**src/rtl/scl_timing_pkg.sv**
```systemverilog
package scl_timing_pkg;

    // Fixed overheads of the phase counters, in system clock cycles
    localparam int LOW_FIXED  = 1;  // added to the low count
    localparam int HIGH_FIXED = 7;  // added to the high count (with spike len)
    localparam int WAIT_OVH   = 2;  // cycles the release takes to show through the filter

    typedef enum logic [1:0] {
        PH_IDLE = 2'd0,
        PH_LOW  = 2'd1,
        PH_WAIT = 2'd2,
        PH_HIGH = 2'd3
    } phase_e;

    typedef enum logic [1:0] {
        SEL_STD  = 2'd0,
        SEL_FAST = 2'd1,
        SEL_HS   = 2'd2
    } speed_sel_e;

    // The unused code 3 falls back to standard timing
    function automatic speed_sel_e decode_speed(input logic [1:0] code);
        case (code)
            2'd1:    return SEL_FAST;
            2'd2:    return SEL_HS;
            default: return SEL_STD;
        endcase
    endfunction

endpackage

```
**src/rtl/scl_glitch_filter.sv**
```systemverilog
module scl_glitch_filter
    import scl_timing_pkg::*;
#(
    parameter int SPK_W = 8
) (
    input  logic             clk,
    input  logic             rst_n,
    input  logic [SPK_W-1:0] spk_len_i,
    input  logic             raw_i,
    output logic             filt_o
);

    typedef struct packed {
        logic             filt;
        logic [SPK_W-1:0] run;
    } flt_t;

    flt_t st_d, st_q;

    always_comb begin
        st_d = st_q;
        if (raw_i == st_q.filt) begin
            st_d.run = '0;
        end else if (st_q.run >= spk_len_i) begin
            st_d.filt = raw_i;
            st_d.run  = '0;
        end else begin
            st_d.run = st_q.run + 1'b1;
        end
    end

    always_ff @(posedge clk or negedge rst_n) begin
        if (!rst_n) begin
            st_q.filt <= 1'b1;
            st_q.run  <= '0;
        end else begin
            st_q <= st_d;
        end
    end

    assign filt_o = st_q.filt;

    // A new filtered level is always the level the pin had one cycle earlier
    assert_filt_takes_raw_R5: assert property (@(posedge clk) disable iff (!rst_n)
        !$stable(st_q.filt) |-> (st_q.filt == $past(raw_i)));

    // With a non-zero length, one differing sample never suffices
    assert_filt_needs_run_R5: assert property (@(posedge clk) disable iff (!rst_n)
        (!$stable(st_q.filt) && ($past(spk_len_i) != '0)) |-> ($past(raw_i, 2) == $past(raw_i)));

endmodule

```
**src/rtl/scl_mode_select.sv**
```systemverilog
module scl_mode_select
    import scl_timing_pkg::*;
#(
    parameter int CNT_W  = 16,
    parameter int SPK_W  = 8,
    parameter int EDGE_W = 8,
    parameter int TOT_W  = CNT_W + 2
) (
    input  logic [1:0]        mode_i,
    input  logic [CNT_W-1:0]  std_hi_i,
    input  logic [CNT_W-1:0]  std_lo_i,
    input  logic [CNT_W-1:0]  fast_hi_i,
    input  logic [CNT_W-1:0]  fast_lo_i,
    input  logic [CNT_W-1:0]  hs_hi_i,
    input  logic [CNT_W-1:0]  hs_lo_i,
    input  logic [SPK_W-1:0]  fast_spk_i,
    input  logic [SPK_W-1:0]  hs_spk_i,
    input  logic [EDGE_W-1:0] fall_cyc_i,
    input  logic [EDGE_W-1:0] rise_cyc_i,
    output logic [TOT_W-1:0]  low_total_o,
    output logic [TOT_W-1:0]  high_count_o,
    output logic [SPK_W-1:0]  spk_o
);

    speed_sel_e       sel;
    logic [CNT_W-1:0] hi_cnt, lo_cnt;

    always_comb begin
        sel = decode_speed(mode_i);
        case (sel)
            SEL_FAST: begin
                hi_cnt = fast_hi_i;
                lo_cnt = fast_lo_i;
                spk_o  = fast_spk_i;
            end
            SEL_HS: begin
                hi_cnt = hs_hi_i;
                lo_cnt = hs_lo_i;
                spk_o  = hs_spk_i;
            end
            default: begin
                hi_cnt = std_hi_i;
                lo_cnt = std_lo_i;
                spk_o  = fast_spk_i;
            end
        endcase
        // Low phase: counted entirely by the phase counter
        low_total_o  = TOT_W'(lo_cnt) + TOT_W'(rise_cyc_i) + TOT_W'(LOW_FIXED);
        // High phase: the filter latency (spike length + WAIT_OVH) is spent
        // waiting for the release to show, the remainder is counted here
        high_count_o = TOT_W'(hi_cnt) + TOT_W'(fall_cyc_i) + TOT_W'(HIGH_FIXED - WAIT_OVH);
    end

endmodule

```
**src/rtl/scl_phase_ctrl.sv**
```systemverilog
module scl_phase_ctrl
    import scl_timing_pkg::*;
#(
    parameter int TOT_W  = 18,
    parameter int SPK_W  = 8,
    parameter int HOLD_W = 16,
    parameter int WAIT_W = SPK_W + 1
) (
    input  logic              clk,
    input  logic              rst_n,
    input  logic              en_i,
    input  logic              scl_filt_i,
    input  logic [TOT_W-1:0]  low_total_i,
    input  logic [TOT_W-1:0]  high_count_i,
    input  logic [SPK_W-1:0]  spk_i,
    input  logic [HOLD_W-1:0] hold_i,
    output logic              scl_o,
    output logic              scl_rise_o,
    output logic              scl_fall_o,
    output logic              sda_change_o,
    output logic              sample_o,
    output logic              held_o
);

    typedef struct packed {
        phase_e            ph;
        logic [TOT_W-1:0]  cnt;
        logic [WAIT_W-1:0] wcnt;
    } ctl_t;

    ctl_t st_d, st_q;

    logic [TOT_W-1:0] hold_w, hold_eff;
    logic [WAIT_W:0]  held_lim;

    always_comb begin
        st_d = st_q;
        case (st_q.ph)
            PH_IDLE: begin
                if (en_i) begin
                    st_d.ph  = PH_LOW;
                    st_d.cnt = '0;
                end
            end
            PH_LOW: begin
                if (!en_i) begin
                    st_d.ph = PH_IDLE;
                end else if (st_q.cnt >= low_total_i - 1'b1) begin
                    st_d.ph   = PH_WAIT;
                    st_d.wcnt = '0;
                end else begin
                    st_d.cnt = st_q.cnt + 1'b1;
                end
            end
            PH_WAIT: begin
                if (!en_i) begin
                    st_d.ph = PH_IDLE;
                end else if (scl_filt_i) begin
                    st_d.ph  = PH_HIGH;
                    st_d.cnt = '0;
                end else if (st_q.wcnt != '1) begin
                    st_d.wcnt = st_q.wcnt + 1'b1;
                end
            end
            default: begin
                if (!en_i) begin
                    st_d.ph = PH_IDLE;
                end else if (st_q.cnt >= high_count_i - 1'b1) begin
                    st_d.ph  = PH_LOW;
                    st_d.cnt = '0;
                end else begin
                    st_d.cnt = st_q.cnt + 1'b1;
                end
            end
        endcase
    end

    always_ff @(posedge clk or negedge rst_n) begin
        if (!rst_n) begin
            st_q.ph   <= PH_IDLE;
            st_q.cnt  <= '0;
            st_q.wcnt <= '0;
        end else begin
            st_q <= st_d;
        end
    end

    always_comb begin
        hold_w   = TOT_W'(hold_i);
        hold_eff = (hold_w >= low_total_i) ? (low_total_i - 1'b1) : hold_w;
        held_lim = (WAIT_W+1)'(spk_i) + (WAIT_W+1)'(WAIT_OVH);
    end

    assign scl_o        = (st_q.ph != PH_LOW);
    assign scl_fall_o   = (st_q.ph == PH_LOW)  && (st_q.cnt == '0);
    assign scl_rise_o   = (st_q.ph == PH_WAIT) && (st_q.wcnt == '0);
    assign sample_o     = (st_q.ph == PH_HIGH) && (st_q.cnt == '0);
    assign sda_change_o = (st_q.ph == PH_LOW)  && (st_q.cnt == hold_eff);
    assign held_o       = (st_q.ph == PH_WAIT) && ((WAIT_W+1)'(st_q.wcnt) >= held_lim);

    assert_idle_release_R8: assert property (@(posedge clk) disable iff (!rst_n)
        $past(!en_i) |-> (scl_o && !scl_fall_o && !scl_rise_o && !sample_o));

    assert_sample_after_high_R4: assert property (@(posedge clk) disable iff (!rst_n)
        sample_o |-> $past(scl_filt_i));

    assert_fall_from_release_R6: assert property (@(posedge clk) disable iff (!rst_n)
        scl_fall_o |-> $past(scl_o));

    assert_strobes_onehot_R6: assert property (@(posedge clk) disable iff (!rst_n)
        $onehot0({scl_rise_o, scl_fall_o, sample_o}));

endmodule

```
**src/rtl/i2c_scl_timing.sv**
```systemverilog
module i2c_scl_timing
    import scl_timing_pkg::*;
#(
    parameter int CNT_W  = 16,
    parameter int SPK_W  = 8,
    parameter int EDGE_W = 8,
    parameter int HOLD_W = 16
) (
    input  logic              clk,
    input  logic              rst_n,
    input  logic              enable,
    input  logic [1:0]        speed_mode,
    input  logic [CNT_W-1:0]  std_high_cnt,
    input  logic [CNT_W-1:0]  std_low_cnt,
    input  logic [CNT_W-1:0]  fast_high_cnt,
    input  logic [CNT_W-1:0]  fast_low_cnt,
    input  logic [CNT_W-1:0]  hs_high_cnt,
    input  logic [CNT_W-1:0]  hs_low_cnt,
    input  logic [SPK_W-1:0]  fast_spike_len,
    input  logic [SPK_W-1:0]  hs_spike_len,
    input  logic [HOLD_W-1:0] sda_hold_cnt,
    input  logic [EDGE_W-1:0] scl_fall_cyc,
    input  logic [EDGE_W-1:0] scl_rise_cyc,
    input  logic              scl_in,
    input  logic              sda_in,
    output logic              scl_out,
    output logic              scl_rise,
    output logic              scl_fall,
    output logic              sda_change,
    output logic              sample,
    output logic              scl_held,
    output logic              scl_filt,
    output logic              sda_filt
);

    localparam int TOT_W   = ((CNT_W > EDGE_W) ? CNT_W : EDGE_W) + 2;
    localparam int N_LINES = 2;   // index 0 = SCL, 1 = SDA

    logic [TOT_W-1:0]   low_total, high_count;
    logic [SPK_W-1:0]   spk_sel;
    logic [N_LINES-1:0] line_raw, line_filt;

    scl_mode_select #(
        .CNT_W (CNT_W),
        .SPK_W (SPK_W),
        .EDGE_W(EDGE_W),
        .TOT_W (TOT_W)
    ) u_mode (
        .mode_i      (speed_mode),
        .std_hi_i    (std_high_cnt),
        .std_lo_i    (std_low_cnt),
        .fast_hi_i   (fast_high_cnt),
        .fast_lo_i   (fast_low_cnt),
        .hs_hi_i     (hs_high_cnt),
        .hs_lo_i     (hs_low_cnt),
        .fast_spk_i  (fast_spike_len),
        .hs_spk_i    (hs_spike_len),
        .fall_cyc_i  (scl_fall_cyc),
        .rise_cyc_i  (scl_rise_cyc),
        .low_total_o (low_total),
        .high_count_o(high_count),
        .spk_o       (spk_sel)
    );

    assign line_raw = {sda_in, scl_in};

    for (genvar g = 0; g < N_LINES; g++) begin : g_line
        scl_glitch_filter #(.SPK_W(SPK_W)) u_filt (
            .clk      (clk),
            .rst_n    (rst_n),
            .spk_len_i(spk_sel),
            .raw_i    (line_raw[g]),
            .filt_o   (line_filt[g])
        );
    end

    assign scl_filt = line_filt[0];
    assign sda_filt = line_filt[1];

    scl_phase_ctrl #(
        .TOT_W (TOT_W),
        .SPK_W (SPK_W),
        .HOLD_W(HOLD_W)
    ) u_phase (
        .clk         (clk),
        .rst_n       (rst_n),
        .en_i        (enable),
        .scl_filt_i  (line_filt[0]),
        .low_total_i (low_total),
        .high_count_i(high_count),
        .spk_i       (spk_sel),
        .hold_i      (sda_hold_cnt),
        .scl_o       (scl_out),
        .scl_rise_o  (scl_rise),
        .scl_fall_o  (scl_fall),
        .sda_change_o(sda_change),
        .sample_o    (sample),
        .held_o      (scl_held)
    );

endmodule

```
**config.mk**
```make
export PLATFORM = sky130hd
export DESIGN_NAME = i2c_scl_timing
export DESIGN_NICKNAME = d
export VERILOG_FILES = /design/src/rtl/scl_timing_pkg.sv /design/src/rtl/scl_glitch_filter.sv /design/src/rtl/scl_mode_select.sv /design/src/rtl/scl_phase_ctrl.sv /design/src/rtl/i2c_scl_timing.sv
export SDC_FILE = /design/constraint.sdc
export NUM_CORES = 1
export LEC_CHECK = 0
export CORE_MARGIN = 4
export CORE_UTILIZATION = 48
export DETAILED_ROUTE_END_ITERATION = 8
export PLACE_DENSITY = 0.81
export RECOVER_POWER = 50
export SYNTH_ARGS = -nofsm -noshare
export SYNTH_HDL_FRONTEND = slang
export SYNTH_SLANG_ARGS = --single-unit
export TNS_END_PERCENT = 50
```
**constraint.sdc**
```tcl
create_clock -name clk -period 7.6 [get_ports clk]
set_input_delay 0.76 -clock clk [delete_from_list [all_inputs] [get_ports clk]]
set_output_delay 0.76 -clock clk [all_outputs]
set_load 0.01 [all_outputs]
```
After elaboration in Yosys (flattened, before gate mapping). Cells that the tools add are included.

Output and inout port bits: 8. Register bits: 47. Input port bits: 151. Word-level logic and storage cells: 89.

Mux-type cells: 26. Add/subtract/negate cells: 11. Magnitude comparators: 6. Reduce and logical (&&, ||, !) cells: 14. Equality and inequality tests: 23. Bitwise operators: 2.

Operators by type and width (count): $mux W18 (4); $pmux W16 S2 (2); $pmux W20 S3 (1); $mux W27 (2); $mux W20 (2); $mux W8 (5); $add A18 B1 Y18 const B (2); $ge A18 B18 Y1 (2); $sub A18 B1 Y18 const B (2); $add A16 B8 Y17 (2); $mux W9 (3); $add A18 B3 Y18 const B (1); $eq A18 B18 Y1 (1); $ge A16 B18 Y1 (1); $logic_not A18 Y1 (1); $pmux W9 S2 (1); $add A8 B1 Y8 const B (2); $ge A8 B8 Y1 (2); $ne A2 B2 Y1 const B (6); $ge A9 B10 Y1 (1); $mux W2 (5); $add A8 B2 Y9 const B (1); $add A9 B1 Y9 const B (1); $logic_not A9 Y1 (1); other kinds (17) (31).

Logic depth before layout (Yosys ltp).
Depth after elaboration: 11. Mapped depth: 34. Depth with buffers taken out: 29.

Cells and area by module. A second synthesis with hierarchy kept.

Cell total of the unflattened synthesis: 894. Area, all modules: 7238.2 um^2.

By module, submodules not included: scl_phase_ctrl (sequential area each 725.7 um^2, cells an instance 533, area each 4231.6 um^2, times used 1); scl_mode_select (sequential area each 0.0 um^2, cells an instance 241, area each 1765.4 um^2, times used 1); scl_glitch_filter (sequential area each 226.5 um^2, cells an instance 60, area each 620.6 um^2, times used 2).

Worst setup path after synthesis. OpenSTA, ideal clock, no wires.

Kind: input port to output port. Start point: input speed_mode[0]. End point: output sda_change. Setup slack: -0.148 ns. Path buffers: 4. Data required time: 6.840 ns. Cell stages on the path: 29. Arrival: 6.988 ns. Cells stage by stage: inv_1 -> ha_1 -> buf_2 -> buf_1 -> clkbuf_1 -> clkbuf_1 -> a22oi_1 -> o21ai_0 -> ha_1 -> inv_1 -> fa_1 -> nand2b_1 -> a21oi_1 -> xor2_2 -> and3_4 -> xor2_2 -> inv_1 -> ha_1 -> a2111oi_0 -> a32o_1 -> a211o_1 -> o32ai_1 -> a2111oi_0 -> nor2_1 -> o211ai_1 -> nand2_1 -> o211ai_1 -> nand4_1 -> a211oi_2.

Cells in the longest elaborated chain, start to end: 10. Elaborated cells between the ends (all ways): 13. Classes of those cells: add/sub: 3; order compare: 1; eq/ne: 5; mux: 3; reduce/logical: 1.

Ends and longest elaborated chain: start, declared (RTL line i2c_scl_timing.sv:12) `input logic [1:0] speed_mode,`; $eq A2 B2 Y1 or $eq A2 B1 Y1 (tied branches) (RTL line scl_timing_pkg.sv:23) `case (code)`; $pmux W2 S2 * (RTL line scl_timing_pkg.sv:23); $eq A2 B2 Y1 or $eq A2 B1 Y1 (tied branches) (RTL line scl_mode_select.sv:30) `case (sel)`; $pmux W16 S2 * (RTL line scl_mode_select.sv:30); $add A16 B8 Y17 * (RTL line scl_mode_select.sv:48) `low_total_o = TOT_W'(lo_cnt) + TOT_W'(rise_cyc_i) + TOT_W'(LOW_FIXED);`; $add A18 B1 Y18 * (RTL line scl_mode_select.sv:48); $sub A18 B1 Y18 or $ge A16 B18 Y1 (tied branches) (RTL line scl_phase_ctrl.sv:90) `hold_eff = (hold_w >= low_total_i) ? (low_total_i - 1'b1) : hold_w;`; $mux W18 * (RTL line scl_phase_ctrl.sv:90); $eq A18 B18 Y1 * (RTL line scl_phase_ctrl.sv:98) `assign sda_change_o = (st_q.ph == PH_LOW) && (st_q.cnt == hold_eff);`; $logic_and A1 B1 Y1 * (RTL line scl_phase_ctrl.sv:98); end, declared (RTL line i2c_scl_timing.sv:29) `output logic sda_change,`.

Every way passes the cells marked *; elsewhere a longest branch is shown, timed or not.

Worst setup path in the final report.
Start point: input speed_mode[1]. End point: output sda_change.

Same word-level chain as after synthesis.

==> impl_metrics.toml <==
[synth]
ys_types = 93
synth.ff_latch_count = 47
synth.most_common_cell = "ha_1"
synth_commonest_cells = "106 x ha_1, 76 x xnor2_1, 73 x nor2_1, 64 x o21ai_0, 61 x nand2_1"
synth_edf_count = 0
synth_top_cell_by_area = "ha_1"
async_flop_share = 1.00
syn_area_per_cell_um2 = 8.05
synth.cell_area_um2 = 7650
syn_inst = 950
synth_nets = 1209
netlist_top_cells_area = "ha_1 17%, dfrtp_1 15%, xnor2_1 8.7%, xor2_1 4.4%, o21ai_0 4.2%"
synthFlopType = "dfrtp_1"
seq_area_frac_synth = 0.154
yosys.area.top_type_share = 0.173
yosys_warnings = 0

[floorplanning]
die_y_um = 134
initial_core_util = 0.496
fp.dieW_um = 134
core_um2 = 15400
ios = 159
row_count = 45
die_area_um2 = 18000

[grt]
grt_max_degree = 48
grt_pass1_vias = 7693
antenna_found_initial = 1
grt_pass1_wl_um = 36900
overflow = 0
groute.usage.overall = 0.242

[outcome]
outcome = "finished with violations"
violations = "max-capacitance violations, max-slew violations"

[detailed_routing]
dr.pass1.iters = 5
ant_nets = 0
avgRoutedWirePerCell_um = 16.4
first_iter_violations = 424
wl_um = 22500
drt_drc_violations_left = 0
viasPerCell = 5.80
vias = 7988

[placement]
dpl-instance-area_um2 = 9930
gp_congestion = 0.926
place.port_buffers = 158
place_hpwl_um = 18300

[critical_path]
cp.required_ns = 6.84
rr_worst_depth = 15
r2r_end = "u_phase.st_q[22]$_DFFE_PN0P_"
slowest_stage = "clkdlybuf4s50_1"
startpoint_type = "input pin"
reg2reg_setup_slack_ns = 3.62
slowest_delay_ns = 0.46
critical_path_class = "input pin to output port"
arrival_ns = 6.51
r2r-start = "u_phase.st_q[9]$_DFFE_PN0P_"
worst_path_most_repeated_cell = "buf_4"
cp-end-kind = "output port"
cp_max_fo = 6

[cells_and_area]
layout-drive-gt1-share = 0.120
n_antenna_cell = 0
fin_area_um2 = 10200
synthToLayoutAreaGrowth_pct = 33.9
fillers = 1294
final_nets = 1424
final_util = 0.664

[sta]
finClkSkew_ns = 0.00539
fmax_mhz = 138
maxSlewViolCount = 48
hold_violations = 0
holdWs_ns = 0.519
tns_ns = 0
rsz0062_at_grt = "true"
worst_pin_slew_ns = 2.58
finalCriticalPeriod_ns = 7.27
setup_viol = 0
relSlewSlack = -0.722
final.period_utilization = 0.956

[cts]
clkSinkCount = 47
cts_tree = "done"
cts_hold_buf = 0
clock_path_buffers = 2
clk_latency_ns = 0.29
htree_levels = 2
root_buffer = "clkbuf_16"
path_clk_slew_ns = 0.06
cts_buffers = 5

[run]
max-cap-violations = 1

[min_path]
hold_depth = 1
min_from = "g_line[0].u_filt.st_q[0]$_DFF_PN0_"
whs_endpoint = "g_line[0].u_filt.st_q[0]$_DFF_PN0_"
hp-class = "flop to flop"

[power_and_ir_drop]
power_mw = 1.72
p_per_area_nw_per_um2 = 168
peakVddDrop_uv = 106
p_leak_nw = 4.51
## cells by family after synthesis
group | synth area share
xor+xnor | 0.149
other cells | 0.000490
buf+inv | 0.0406
fa+ha+maj | 0.179
mux | 0.0178
compound gates | 0.215
flops | 0.154
simple gates | 0.244
## metal layers
| layer | vias up | global-route usage | share of wire |
|---|---|---|---|
| met4 | 2 | 0.0498 | 0.014 |
| met2 | 262 | 0.427 | 0.48 |
| met3 | 32 | 0.0278 | 0.059 |
| met1 | 3761 | 0.319 | 0.44 |
| met5 | - | 0 | 0.00031 |
| li1 | 3931 | - | - |
## report_power, final
part	total (mW)	internal [mW]	switching [mW]
logic	1.10	0.530	0.572
registers	0.338	0.286	0.0511
clock network	0.282	0.188	0.0941
## registers in the layout (all words and copies together) (netlist names)
| name | cells |
|---|---|
| g_line.u_filt.filt_o | 2 |
| g_line.u_filt.st_q | 16 |
| u_phase.st_q | 29 |
## cells in the final DEF, fill, tap and decap left out, types with 4 or more instances in the layout
cell / n
a211o_1: 6
a21boi_0: 4
a21o_1: 19
a21oi_1: 32
a221o_1: 10
a22o_1: 8
a22oi_1: 20
a31oi_1: 4
and2_1: 9
and3_1: 17
buf_4: 80
clkbuf_16: 5
clkdlybuf4s50_1: 153
dfrtp_1: 45
ha_1: 104
inv_1: 48
mux2_2: 5
mux2i_1: 8
nand2_1: 61
nand2b_1: 18
nand3_1: 37
nand4_1: 21
nor2_1: 72
nor2b_1: 20
nor3_1: 25
nor4_1: 17
o2111ai_1: 5
o211ai_1: 8
o21a_1: 6
o21ai_0: 62
o21ai_1: 5
or3_1: 9
xnor2_1: 76
xor2_1: 38
## metrics by stage
stage	setup slack (ns)	cells
3_5_place_dp	-0.105	1364
6_report	0.333	1377
2_1_floorplan	0.0106	950
4_1_cts	0.231	1374
5_1_grt	-0.111	1377
3_3_place_gp	0.0705	1364
## what timing repair did
action,4_1_cts,5_1_grt
gates resized for setup,3,20
pin swaps,2,6
cloned,0,0
buffers inserted,2,3
endpoints found under the setup margin,1,19
## worst max-delay path by stage
stage	slack (ns)	start	endpoint
2_1_floorplan	0.01	speed_mode[0]	sda_change
3_3_place_gp	0.07	speed_mode[0]	sda_change
3_5_place_dp	-0.11	speed_mode[0]	sda_change
4_1_cts	0.23	speed_mode[0]	sda_change
5_1_grt	-0.11	speed_mode[1]	sda_change
6_report	0.33	speed_mode[1]	sda_change
## final cells by class
class | count | area (um2) | area share
clock inverters | 3 | 67.6 | 0.00660
inverters | 50 | 188 | 0.0183
multi-input cells | 823 | 6240 | 0.610
clock buffers | 5 | 125 | 0.0122
repair buffers | 238 | 2170 | 0.212
well taps | 211 | 264 | 0.0258
flip-flops and latches | 47 | 1180 | 0.115
## critical path, delay by kind of cell
family                     cells  cell delay [ns]
xor gates and xnor gates       3             0.47
AOI/OAI and AO/OA             10             1.91
buffers and inverters         10             1.60
and+or+nand+nor                5             0.76
adders and majority gates      4             1.01
Note: power is estimated with default switching activity, not from simulation.
